===== src/rtl/ptw_pkg.sv =====
package ptw_pkg;
   typedef enum logic [2:0] {
      PW_IDLE  = 3'd0,
      PW_OUTER = 3'd1,
      PW_INNER = 3'd2,
      PW_DONE  = 3'd3,
      PW_FAULT = 3'd4
   } pw_state_e;

   localparam int PW_LEVELS = 2;
endpackage


===== src/rtl/ptw_index_sel.sv =====
module ptw_index_sel #(
   parameter int VA_W        = 32,
   parameter int OFF_W       = 12,
   parameter int IDX_W       = 10,
   parameter int LEVELS      = 2,
   parameter int PA_W        = 32,
   parameter int ENTRY_SHIFT = 2,
   localparam int LVL_W      = (LEVELS > 1) ? $clog2(LEVELS) : 1
) (
   input  logic [VA_W-1:0]  vaddr,
   input  logic [LVL_W-1:0] level,
   input  logic [PA_W-1:0]  table_base,
   output logic [PA_W-1:0]  entry_addr
);
   localparam int PAD_W = PA_W - IDX_W - ENTRY_SHIFT;

   if (VA_W != OFF_W + LEVELS * IDX_W) begin : g_bad_split
      $error("ptw_index_sel: address split does not cover VA_W");
   end
   if (PAD_W < 0) begin : g_bad_pad
      $error("ptw_index_sel: PA_W too small for scaled index");
   end

   logic [IDX_W-1:0] slice [LEVELS];

   // level 0 is the outermost table and takes the most significant index
   for (genvar g = 0; g < LEVELS; g++) begin : g_slice
      assign slice[g] = vaddr[OFF_W + (LEVELS - 1 - g) * IDX_W +: IDX_W];
   end

   logic [IDX_W-1:0] idx;
   assign idx = slice[level];

   logic unused_offset;
   assign unused_offset = ^vaddr[OFF_W-1:0];

   if (PAD_W > 0) begin : g_pad
      assign entry_addr = table_base + {{PAD_W{1'b0}}, idx, {ENTRY_SHIFT{1'b0}}};
   end else begin : g_nopad
      assign entry_addr = table_base + {idx, {ENTRY_SHIFT{1'b0}}};
   end
endmodule


===== src/rtl/ptw_pte_decode.sv =====
module ptw_pte_decode #(
   parameter int PTE_W     = 32,
   parameter int PA_W      = 32,
   parameter int OFF_W     = 12,
   parameter int VALID_POS = 0,
   localparam int FRAME_W  = PA_W - OFF_W
) (
   input  logic [PTE_W-1:0]   pte,
   output logic               pte_valid,
   output logic [FRAME_W-1:0] frame
);
   localparam int FIELD_W = PTE_W - OFF_W;

   if (VALID_POS >= OFF_W) begin : g_bad_valid
      $error("ptw_pte_decode: valid flag must sit below the frame field");
   end

   assign pte_valid = pte[VALID_POS];

   if (FIELD_W >= FRAME_W) begin : g_trunc
      assign frame = pte[OFF_W +: FRAME_W];
   end else begin : g_zext
      assign frame = {{(FRAME_W - FIELD_W){1'b0}}, pte[PTE_W-1:OFF_W]};
   end

   logic unused_bits;
   assign unused_bits = ^pte;
endmodule


===== src/rtl/ptw_mem_port.sv =====
module ptw_mem_port (
   input  logic clk,
   input  logic rst_n,
   input  logic issue,
   input  logic mem_req_ready,
   input  logic mem_rsp_valid,
   output logic mem_req_valid,
   output logic rsp_take
);
   logic pend_q;
   logic wait_q;

   always_ff @(posedge clk or negedge rst_n) begin
      if (!rst_n) begin
         pend_q <= 1'b0;
         wait_q <= 1'b0;
      end else begin
         if (issue)
            pend_q <= 1'b1;
         else if (pend_q && mem_req_ready)
            pend_q <= 1'b0;

         if (pend_q && mem_req_ready)
            wait_q <= 1'b1;
         else if (wait_q && mem_rsp_valid)
            wait_q <= 1'b0;
      end
   end

   assign mem_req_valid = pend_q;
   assign rsp_take      = wait_q & mem_rsp_valid;

   // an offered read is held until taken
   a_r9_req_held: assert property (@(posedge clk) disable iff (!rst_n)
      mem_req_valid && !mem_req_ready |=> mem_req_valid);

   // no new read is offered while one is in flight
   a_r10_one_outstanding: assert property (@(posedge clk) disable iff (!rst_n)
      wait_q |-> !mem_req_valid);

   // the walker only issues into a free port
   a_r10_issue_free: assert property (@(posedge clk) disable iff (!rst_n)
      issue |-> !pend_q && (!wait_q || mem_rsp_valid));
endmodule


===== src/rtl/pt_walker.sv =====
module pt_walker
   import ptw_pkg::*;
#(
   parameter int VA_W      = 32,
   parameter int OFF_W     = 12,
   parameter int IDX_W     = 10,
   parameter int PA_W      = 32,
   parameter int PTE_W     = 32,
   parameter int VALID_POS = 0
) (
   input  logic             clk,
   input  logic             rst_n,
   input  logic             req_valid,
   output logic             req_ready,
   input  logic [VA_W-1:0]  req_vaddr,
   input  logic [PA_W-1:0]  root_base,
   output logic             mem_req_valid,
   input  logic             mem_req_ready,
   output logic [PA_W-1:0]  mem_req_addr,
   input  logic             mem_rsp_valid,
   input  logic [PTE_W-1:0] mem_rsp_data,
   output logic             rsp_valid,
   output logic [PA_W-1:0]  rsp_paddr,
   output logic             rsp_fault,
   output logic             rsp_fault_lvl
);
   localparam int FRAME_W     = PA_W - OFF_W;
   localparam int ENTRY_SHIFT = $clog2(PTE_W / 8);

   if (PTE_W % 8 != 0) begin : g_bad_pte
      $error("pt_walker: entry width must be whole bytes");
   end
   if (VA_W != OFF_W + PW_LEVELS * IDX_W) begin : g_bad_va
      $error("pt_walker: VA_W must equal offset plus two index fields");
   end
   if (PA_W <= OFF_W) begin : g_bad_pa
      $error("pt_walker: PA_W must exceed the offset width");
   end

   pw_state_e         state_q, state_d;
   logic [VA_W-1:0]   vaddr_q;
   logic [PA_W-1:0]   tbase_q;
   logic [PA_W-1:0]   paddr_q;
   logic              flvl_q;
   logic              issue;
   logic              rsp_take;
   logic              pte_valid;
   logic [FRAME_W-1:0] frame;
   logic              lvl;

   assign lvl = (state_q == PW_INNER);

   ptw_index_sel #(
      .VA_W(VA_W), .OFF_W(OFF_W), .IDX_W(IDX_W), .LEVELS(PW_LEVELS),
      .PA_W(PA_W), .ENTRY_SHIFT(ENTRY_SHIFT)
   ) u_idx (
      .vaddr(vaddr_q), .level(lvl), .table_base(tbase_q), .entry_addr(mem_req_addr)
   );

   ptw_pte_decode #(
      .PTE_W(PTE_W), .PA_W(PA_W), .OFF_W(OFF_W), .VALID_POS(VALID_POS)
   ) u_dec (
      .pte(mem_rsp_data), .pte_valid(pte_valid), .frame(frame)
   );

   ptw_mem_port u_port (
      .clk(clk), .rst_n(rst_n), .issue(issue), .mem_req_ready(mem_req_ready),
      .mem_rsp_valid(mem_rsp_valid), .mem_req_valid(mem_req_valid), .rsp_take(rsp_take)
   );

   always_comb begin
      state_d = state_q;
      issue   = 1'b0;
      case (state_q)
         PW_IDLE: if (req_valid) begin
            state_d = PW_OUTER;
            issue   = 1'b1;
         end
         PW_OUTER: if (rsp_take) begin
            if (pte_valid) begin
               state_d = PW_INNER;
               issue   = 1'b1;
            end else begin
               state_d = PW_FAULT;
            end
         end
         PW_INNER: if (rsp_take) state_d = pte_valid ? PW_DONE : PW_FAULT;
         PW_DONE:  state_d = PW_IDLE;
         PW_FAULT: state_d = PW_IDLE;
         default:  state_d = PW_IDLE;
      endcase
   end

   always_ff @(posedge clk or negedge rst_n) begin
      if (!rst_n) begin
         state_q <= PW_IDLE;
         vaddr_q <= '0;
         tbase_q <= '0;
         paddr_q <= '0;
         flvl_q  <= 1'b0;
      end else begin
         state_q <= state_d;
         case (state_q)
            PW_IDLE: if (req_valid) begin
               vaddr_q <= req_vaddr;
               tbase_q <= root_base;
               paddr_q <= '0;
               flvl_q  <= 1'b0;
            end
            PW_OUTER: if (rsp_take) begin
               if (pte_valid) tbase_q <= {frame, {OFF_W{1'b0}}};
               else           flvl_q  <= 1'b0;
            end
            PW_INNER: if (rsp_take) begin
               if (pte_valid) paddr_q <= {frame, vaddr_q[OFF_W-1:0]};
               else           flvl_q  <= 1'b1;
            end
            default: ;
         endcase
      end
   end

   assign req_ready     = (state_q == PW_IDLE);
   assign rsp_valid     = (state_q == PW_DONE) || (state_q == PW_FAULT);
   assign rsp_fault     = (state_q == PW_FAULT);
   assign rsp_fault_lvl = flvl_q;
   assign rsp_paddr     = paddr_q;

   // address does not move while the request waits
   a_r9_addr_stable: assert property (@(posedge clk) disable iff (!rst_n)
      mem_req_valid && !mem_req_ready |=> $stable(mem_req_addr));

   // single-cycle result followed by readiness
   a_r7_rsp_pulse: assert property (@(posedge clk) disable iff (!rst_n)
      rsp_valid |=> !rsp_valid && req_ready);

   // an accepted request makes the walker busy
   a_r8_busy_after_accept: assert property (@(posedge clk) disable iff (!rst_n)
      req_valid && req_ready |=> !req_ready && !rsp_valid);

   // invalid outer entry gives a level-0 fault next cycle
   a_r5_outer_fault: assert property (@(posedge clk) disable iff (!rst_n)
      (state_q == PW_OUTER) && rsp_take && !pte_valid |=>
         rsp_valid && rsp_fault && !rsp_fault_lvl && !mem_req_valid);

   // invalid inner entry gives a level-1 fault next cycle
   a_r6_inner_fault: assert property (@(posedge clk) disable iff (!rst_n)
      (state_q == PW_INNER) && rsp_take && !pte_valid |=>
         rsp_valid && rsp_fault && rsp_fault_lvl);

   // valid inner entry completes without fault
   a_r4_success: assert property (@(posedge clk) disable iff (!rst_n)
      (state_q == PW_INNER) && rsp_take && pte_valid |=> rsp_valid && !rsp_fault);
endmodule


===== config.mk =====
export PLATFORM = sky130hd
export DESIGN_NAME = pt_walker
export DESIGN_NICKNAME = d
export VERILOG_FILES = /design/src/rtl/ptw_pkg.sv /design/src/rtl/ptw_index_sel.sv /design/src/rtl/ptw_pte_decode.sv /design/src/rtl/ptw_mem_port.sv /design/src/rtl/pt_walker.sv
export SDC_FILE = /design/constraint.sdc
export NUM_CORES = 1
export LEC_CHECK = 0
export BUFFER_PORTS_ARGS = -buffer_cell sky130_fd_sc_hd__buf_4
export CORE_MARGIN = 5
export CORE_UTILIZATION = 35
export CTS_CLUSTER_DIAMETER = 120
export DETAILED_ROUTE_END_ITERATION = 12
export GPL_TIMING_DRIVEN = 0
export SYNTH_ARGS = -nofsm -noshare
export SYNTH_HDL_FRONTEND = slang
export SYNTH_SLANG_ARGS = --single-unit

===== constraint.sdc =====
create_clock -name clk -period 4.75 [get_ports clk]
set_input_delay 0.475 -clock clk [delete_from_list [all_inputs] [get_ports clk]]
set_output_delay 0.475 -clock clk [all_outputs]
set_load 0.02 [all_outputs]

* After elaboration in Yosys (flattened, before gate mapping) *
Index checks and enable logic that the tools add are counted.

operators by class
  $lt $le $gt $ge = 1
  reduce and logical (&&, ||, !) cells = 14
  muxes and demuxes = 31
  eq/ne operators = 11
  bitwise logic cells = 2
  $add $sub $neg = 1

operators by type and width
  cell                number
  $mux 32             6
  $pmux 32 s2         2
  $add 32x12->32      1
  $mux 10             3
  $mux 3              5
  $ne 2x2->1 const B  7
  $mux 1              12
  $pmux 3 s3          1
  $reduce_and 4->1    2
  $reduce_bool 2->1   4
  $eq 3x2->1 const B  2
  $reduce_and 6->1    1
  $eq 3x1->1 const B  1
  $eq 3x3->1 const B  1
  $logic_not 3->1     1
  $pmux 1 s3          1
  $reduce_and 3->1    1
  $reduce_bool 3->1   1
  $ge 2x2->1 const B  1
  $logic_and 1x1->1   2
  $not 1->2           1
  $pmux 1 s2          1
  $reduce_and 2->1    1
  $and 1x1->1         1
  $logic_or 1x1->1    1

storage, ports and cells
  bits in registers = 102
  output and inout port bits = 69
  word-level logic and storage cells = 67
  bits of input ports = 101

* Depth between registers and ports, before layout *
  word-level depth = 6
  mapped depth = 14

* Cells and area by module *
From an unflattened synthesis, not the netlist that was laid out.

second synthesis, totals
  cell total of the unflattened synthesis = 432
  area total of the unflattened synthesis = 5246.3 um^2

by module, submodules not included
  module          sequential area each (um^2)  cells each  area an instance (um^2)  times used
  pt_walker       2502.4                       270         3955.0                   1
  ptw_index_sel   0.0                          133         1053.5                   1
  ptw_pte_decode  0.0                          21          157.7                    1
  ptw_mem_port    50.0                         8           80.1                     1

* Least setup slack after synthesis *
Ideal clock, no wire load.

  kind = reg-to-output
  start point = register state_q[0]
  end point = output mem_req_addr[14]
  path buffers = 2
  stages on the path, launching flop included = 14
  path slack = 1.053 ns
  arrival time = 3.222 ns
  path through = dfrtp_1 > buf_2 > nand2b_1 > nor2_2 > buf_2 > mux2_2 > ha_1 > fa_1 > a21o_1 > a31oi_1 > o21ai_1 > a21boi_1 > nor2_1 > xor2_1

between the ends
  word-level cells in the longest chain between the ends = 6

RTL lines
  element                                      line                 text
  start: declaration                           pt_walker.sv:40      pw_state_e state_q, state_d;
  start signal: assignment                     pt_walker.sv:102     state_q <= state_d;
  $eq 3x2->1                                   pt_walker.sv:51      assign lvl = (state_q == PW_INNER);
  $not 1->2 (not written as such)              ptw_index_sel.sv:32  assign idx = slice[level];
  $mux 10 (not written as such) (3 in series)  ptw_index_sel.sv:32
  $add 32x12->32                               ptw_index_sel.sv:38  assign entry_addr = table_base + {{PAD_W{1'b0}}, idx, {ENTRY_SHIFT{1'b0}}};
  end: declaration                             pt_walker.sv:19      output logic [PA_W-1:0] mem_req_addr,

No other way between the ends. The select of a mux whose other input is x is not followed.

* Worst setup path in the final report *
Ends and elaborated chain as after synthesis.

==> reports/summary.txt <==
GRT
--------------------------------------------------------------------------------
Pin count of the biggest net entering global routing                         103
Overall overflow remaining after global route                                  0
Initial antenna violation count                                                0
Wire length of the first global-routing pass                             23.2 mm
Vias in the first global route                                             4,425
Tot GR Track Use                                                           0.166

SYNTHESIS
--------------------------------------------------------------------------------
Mapped Cells                                                                 490
Synth Area in Compound Gates                                               0.133
Number of library cell types mapped by synthesis                              55
Share of synthesized cell area in and, or, nand and nor gates              0.127
Number of flops mapped to enable cells by yosys                                0
Share of synthesized area spent on multiplexers                            0.131
Fraction of post-synthesis cell area in the top cell type by area          0.495
Cell with the most instances after synthesis                             nand2_1
Fraction of the mapped netlist area in adder cells                        0.0281
Flop and latch count out of synthesis                                        102
Cell type contributing the most total cell area after synthesis          dfrtp_1
Proportion of synthesized chip area in sequential cells                    0.495
Syn Std Cell Area                                                      5160 um^2
Post-Synthesis Net Count                                                     602
Combinational family with the most area after synthesis             compound AO/OA/AOI/OAI gates
Top area cells in the synthesized netlist                           dfrtp_1 50%, mux2_2 9.2%, nand2_1 7.8%
Post-synthesis average cell area                                       10.5 um^2
Most frequent cells after synthesis                                 107 x nand2_1, 102 x dfrtp_1, 46 x o21ai_1
Ys async rst share                                                          1.00
Warning count from the yosys run                                               0
Most instantiated flip-flop cell in the synthesis netlist                dfrtp_1
Xor and xnor area share after synthesis                                   0.0476

DETAILED ROUTING
--------------------------------------------------------------------------------
Average via count per standard cell                                         4.92
Wire per inst                                                            17.0 um
Vias after detailed routing                                                4,189
Routed WL                                                                14.5 mm
Remaining antenna violation count                                              0
Remaining design rule violation count                                          0
First-pass iteration count of the detailed router                              4
First-iteration detailed-routing DRC count                                   215

CTS
--------------------------------------------------------------------------------
CTS tree                                                                   built
Cell at the root of the clock tree                                     clkbuf_16
CTS max path bufs                                                              2
Clock-pin slew on the worst setup and hold paths                         0.07 ns
Clock buffer count from CTS                                                    9
Count of H-tree levels built during CTS                                        3
Latest clock arrival within the worst-skew pair                          0.35 ns
Sinks on Clock Net                                                           102
Number of buffers added to fix hold violations after cts                       0

PLACED DESIGN
--------------------------------------------------------------------------------
Routability cong.                                                          0.782
Number of buffers inserted by port buffering                                 158
Dpl hpwl                                                                 11.2 mm

STA
--------------------------------------------------------------------------------
Period utilisation layout                                                  0.928
Fmax                                                                     227 MHz
Worst rel slew slack                                                       0.653
Unrepaired setup endpoints after global routing                            false
Number of pins with negative max-slew slack in the final report                0
Post-Route Setup TNS                                                        0 ns
Final hold violation count                                                     0
Final critical-path required period                                      4.41 ns
Final Hold Slack                                                        0.131 ns
Final setup vio count                                                          0
Slew of the pin with the lowest slew margin                             0.521 ns
Fin Clk Skew                                                          0.00757 ns

CELLS AND AREA
--------------------------------------------------------------------------------
Layout cell share with drive strength beyond 1                             0.395
Count of antenna diodes in the layout                                          0
Syn-to-layout area delta                                                   34.9%
Post-layout net count                                                        775
Fill count                                                                 1,386

WORST SETUP PATH
--------------------------------------------------------------------------------
Worst reg2reg endpoint                                              tbase_q[29]$_DFFE_PN0P_
Sort of element at the end of the critical path                     primary output
Register-to-Register Setup Slack                                         2.79 ns
WP data required                                                         4.28 ns
Worst-path fanout max                                                         10
Delay of the slowest cell on the worst path                              0.41 ns
RR Startpoint                                                       state_q[1]$_DFFE_PN0P_
Slowest stage cell, crit path                                               fa_1
Register-to-Register Path Depth                                                5
Cells along the critical path                                       buf_2 > nand2b_1 > nor2_4 > clkbuf_4 > mux2_2 > ha_1 > fa_1 > a21o_1 > a31oi_2 > o21ai_1 > a21boi_1 > nor2_1 > xor2_1 > buf_4
Startpoint type of the worst setup path                                     flop
Arrival time reported for the critical path endpoint                     3.93 ns
Worst Setup Path Type                                                    reg2out

FLOORPLAN
--------------------------------------------------------------------------------
Horizontal die dimension                                                  131 um
I/O pin total                                                                170
Die footprint                                                        17,300 um^2
Number of placement rows                                                      44
Height of the chip                                                        131 um
Initial standard-cell utilization of the core                              0.356
Area of the core                                                     14,500 um^2

POWER AND IR DROP
--------------------------------------------------------------------------------
Leakage power summed over all cells                                   0.00330 uW
Highest ir drop seen on vdd                                             0.282 mV
Pwr/cell area                                                        713 nW/um^2

STATUS
--------------------------------------------------------------------------------
Outcome                                                             finished, final reports clean

MIN PATH
--------------------------------------------------------------------------------
Worst min-delay path category                                           in2async

FLOW RUN
--------------------------------------------------------------------------------
Number of maximum-capacitance constraint violations                            0

[layout by cell type, fill, tap and decap left out, drive strengths merged, types with 2 or more instances in the layout]
cell / Yosys / final
a21o: 2 / 2
a21oi: 7 / 7
a22o: 12 / 12
a31oi: 2 / 2
and2: 6 / 6
and3: 4 / 4
and4: 2 / 2
buf: 22 / 183
clkbuf: 10 / 20
dfrtp: 102 / 102
ha: 10 / 10
inv: 3 / 8
mux2: 42 / 42
mux2i: 20 / 20
nand2: 107 / 107
nand3: 4 / 4
nand4: 2 / 2
nor2: 12 / 12
nor3: 6 / 6
nor3b: 3 / 3
o2111ai: 3 / 3
o211ai: 6 / 6
o21ai: 63 / 63
xnor2: 17 / 17
xor2: 11 / 11
[layer usage]
metal,GRT usage,up-vias,share of wire
li1,-,2049,-
met1,0.221,2023,0.46
met2,0.266,102,0.48
met3,0.0394,15,0.049
met4,0.0589,0,0.016
met5,0,-,0
[report_power, final]
group          internal, uW  switching, uW  total [uW]
logic                  1210           1530        2740
clock network           423            357         780
registers              1200            239        1440
total                  2830           2120        4960
[per-stage QoR]
step                       util  area, um^2  instances  total power, uW  worst slack [ns]
after floorplan               -        5160        490             3200              1.05
after global placement    0.454        6570        832             4150             0.373
after detailed placement  0.454        6570        832             4200             0.345
after CTS                 0.476        6890        848             5000            0.0710
after global routing      0.481        6960        852             5290             0.143
final                     0.481        6960        852             4960             0.342
[worst max-delay path by stage]
stage | startpoint | end | slack [ns] | cells after the start
6_report | state_q[0]$_DFFE_PN0P_ | mem_req_addr[14] | 0.34 | 14
5_1_grt | state_q[0]$_DFFE_PN0P_ | mem_req_addr[14] | 0.14 | 14
4_1_cts | state_q[0]$_DFFE_PN0P_ | mem_req_addr[14] | 0.07 | 14
3_5_place_dp | state_q[0]$_DFFE_PN0P_ | mem_req_addr[14] | 0.34 | 14
3_3_place_gp | state_q[0]$_DFFE_PN0P_ | mem_req_addr[14] | 0.37 | 14
2_1_floorplan | state_q[0]$_DFFE_PN0P_ | mem_req_addr[14] | 1.05 | 13
[registers in the layout (all words and copies together), names as in the netlist]
signal                cells
u_port.mem_req_valid      1
rsp_fault_lvl             1
vaddr_q                  32
state_q                   3
tbase_q                  32
u_port.wait_q             1
rsp_paddr                32
[layout make-up]
class / instances / area [um^2] / share of cell area
multi-input cells: 353 / 2420 / 0.348
clock buffers: 9 / 225 / 0.0324
plain buffers: 32 / 188 / 0.0270
inverters: 3 / 11.3 / 0.00162
clock inverters: 7 / 87.6 / 0.0126
repair buffers: 162 / 1240 / 0.178
well taps: 184 / 230 / 0.0331
flip-flops and latches: 102 / 2550 / 0.367
[worst max-delay path: cells and delay by family, from the launching register on]
kind	cells	cell delay [ns]
AND/OR/NAND/NOR	3	0.48
buffers and inverters	3	0.60
AO/OA/AOI/OAI	4	0.99
adder cells (fa/ha/maj)	2	0.62
XOR/XNOR	1	0.15
flip-flops	1	0.36
multiplexers	1	0.36
[timing repair]
item                       4_1_cts  5_1_grt
pin swaps                        0        1
gates cloned                     0        0
setup endpoints to repair        6        8
gates resized for setup          1        3
setup buffers                    0        3
[cell families (layout without fill, tap and decap cells)]
kind of cell	count (synthesis)	in the layout
adders and majority gates	11	11
xor gates and xnor gates	28	28
and+or+nand+nor	148	148
muxes	62	62
DFF	102	102
buffers and inverters	35	213
AOI/OAI and AO/OA	104	104
(Power assumes the default switching activity.)
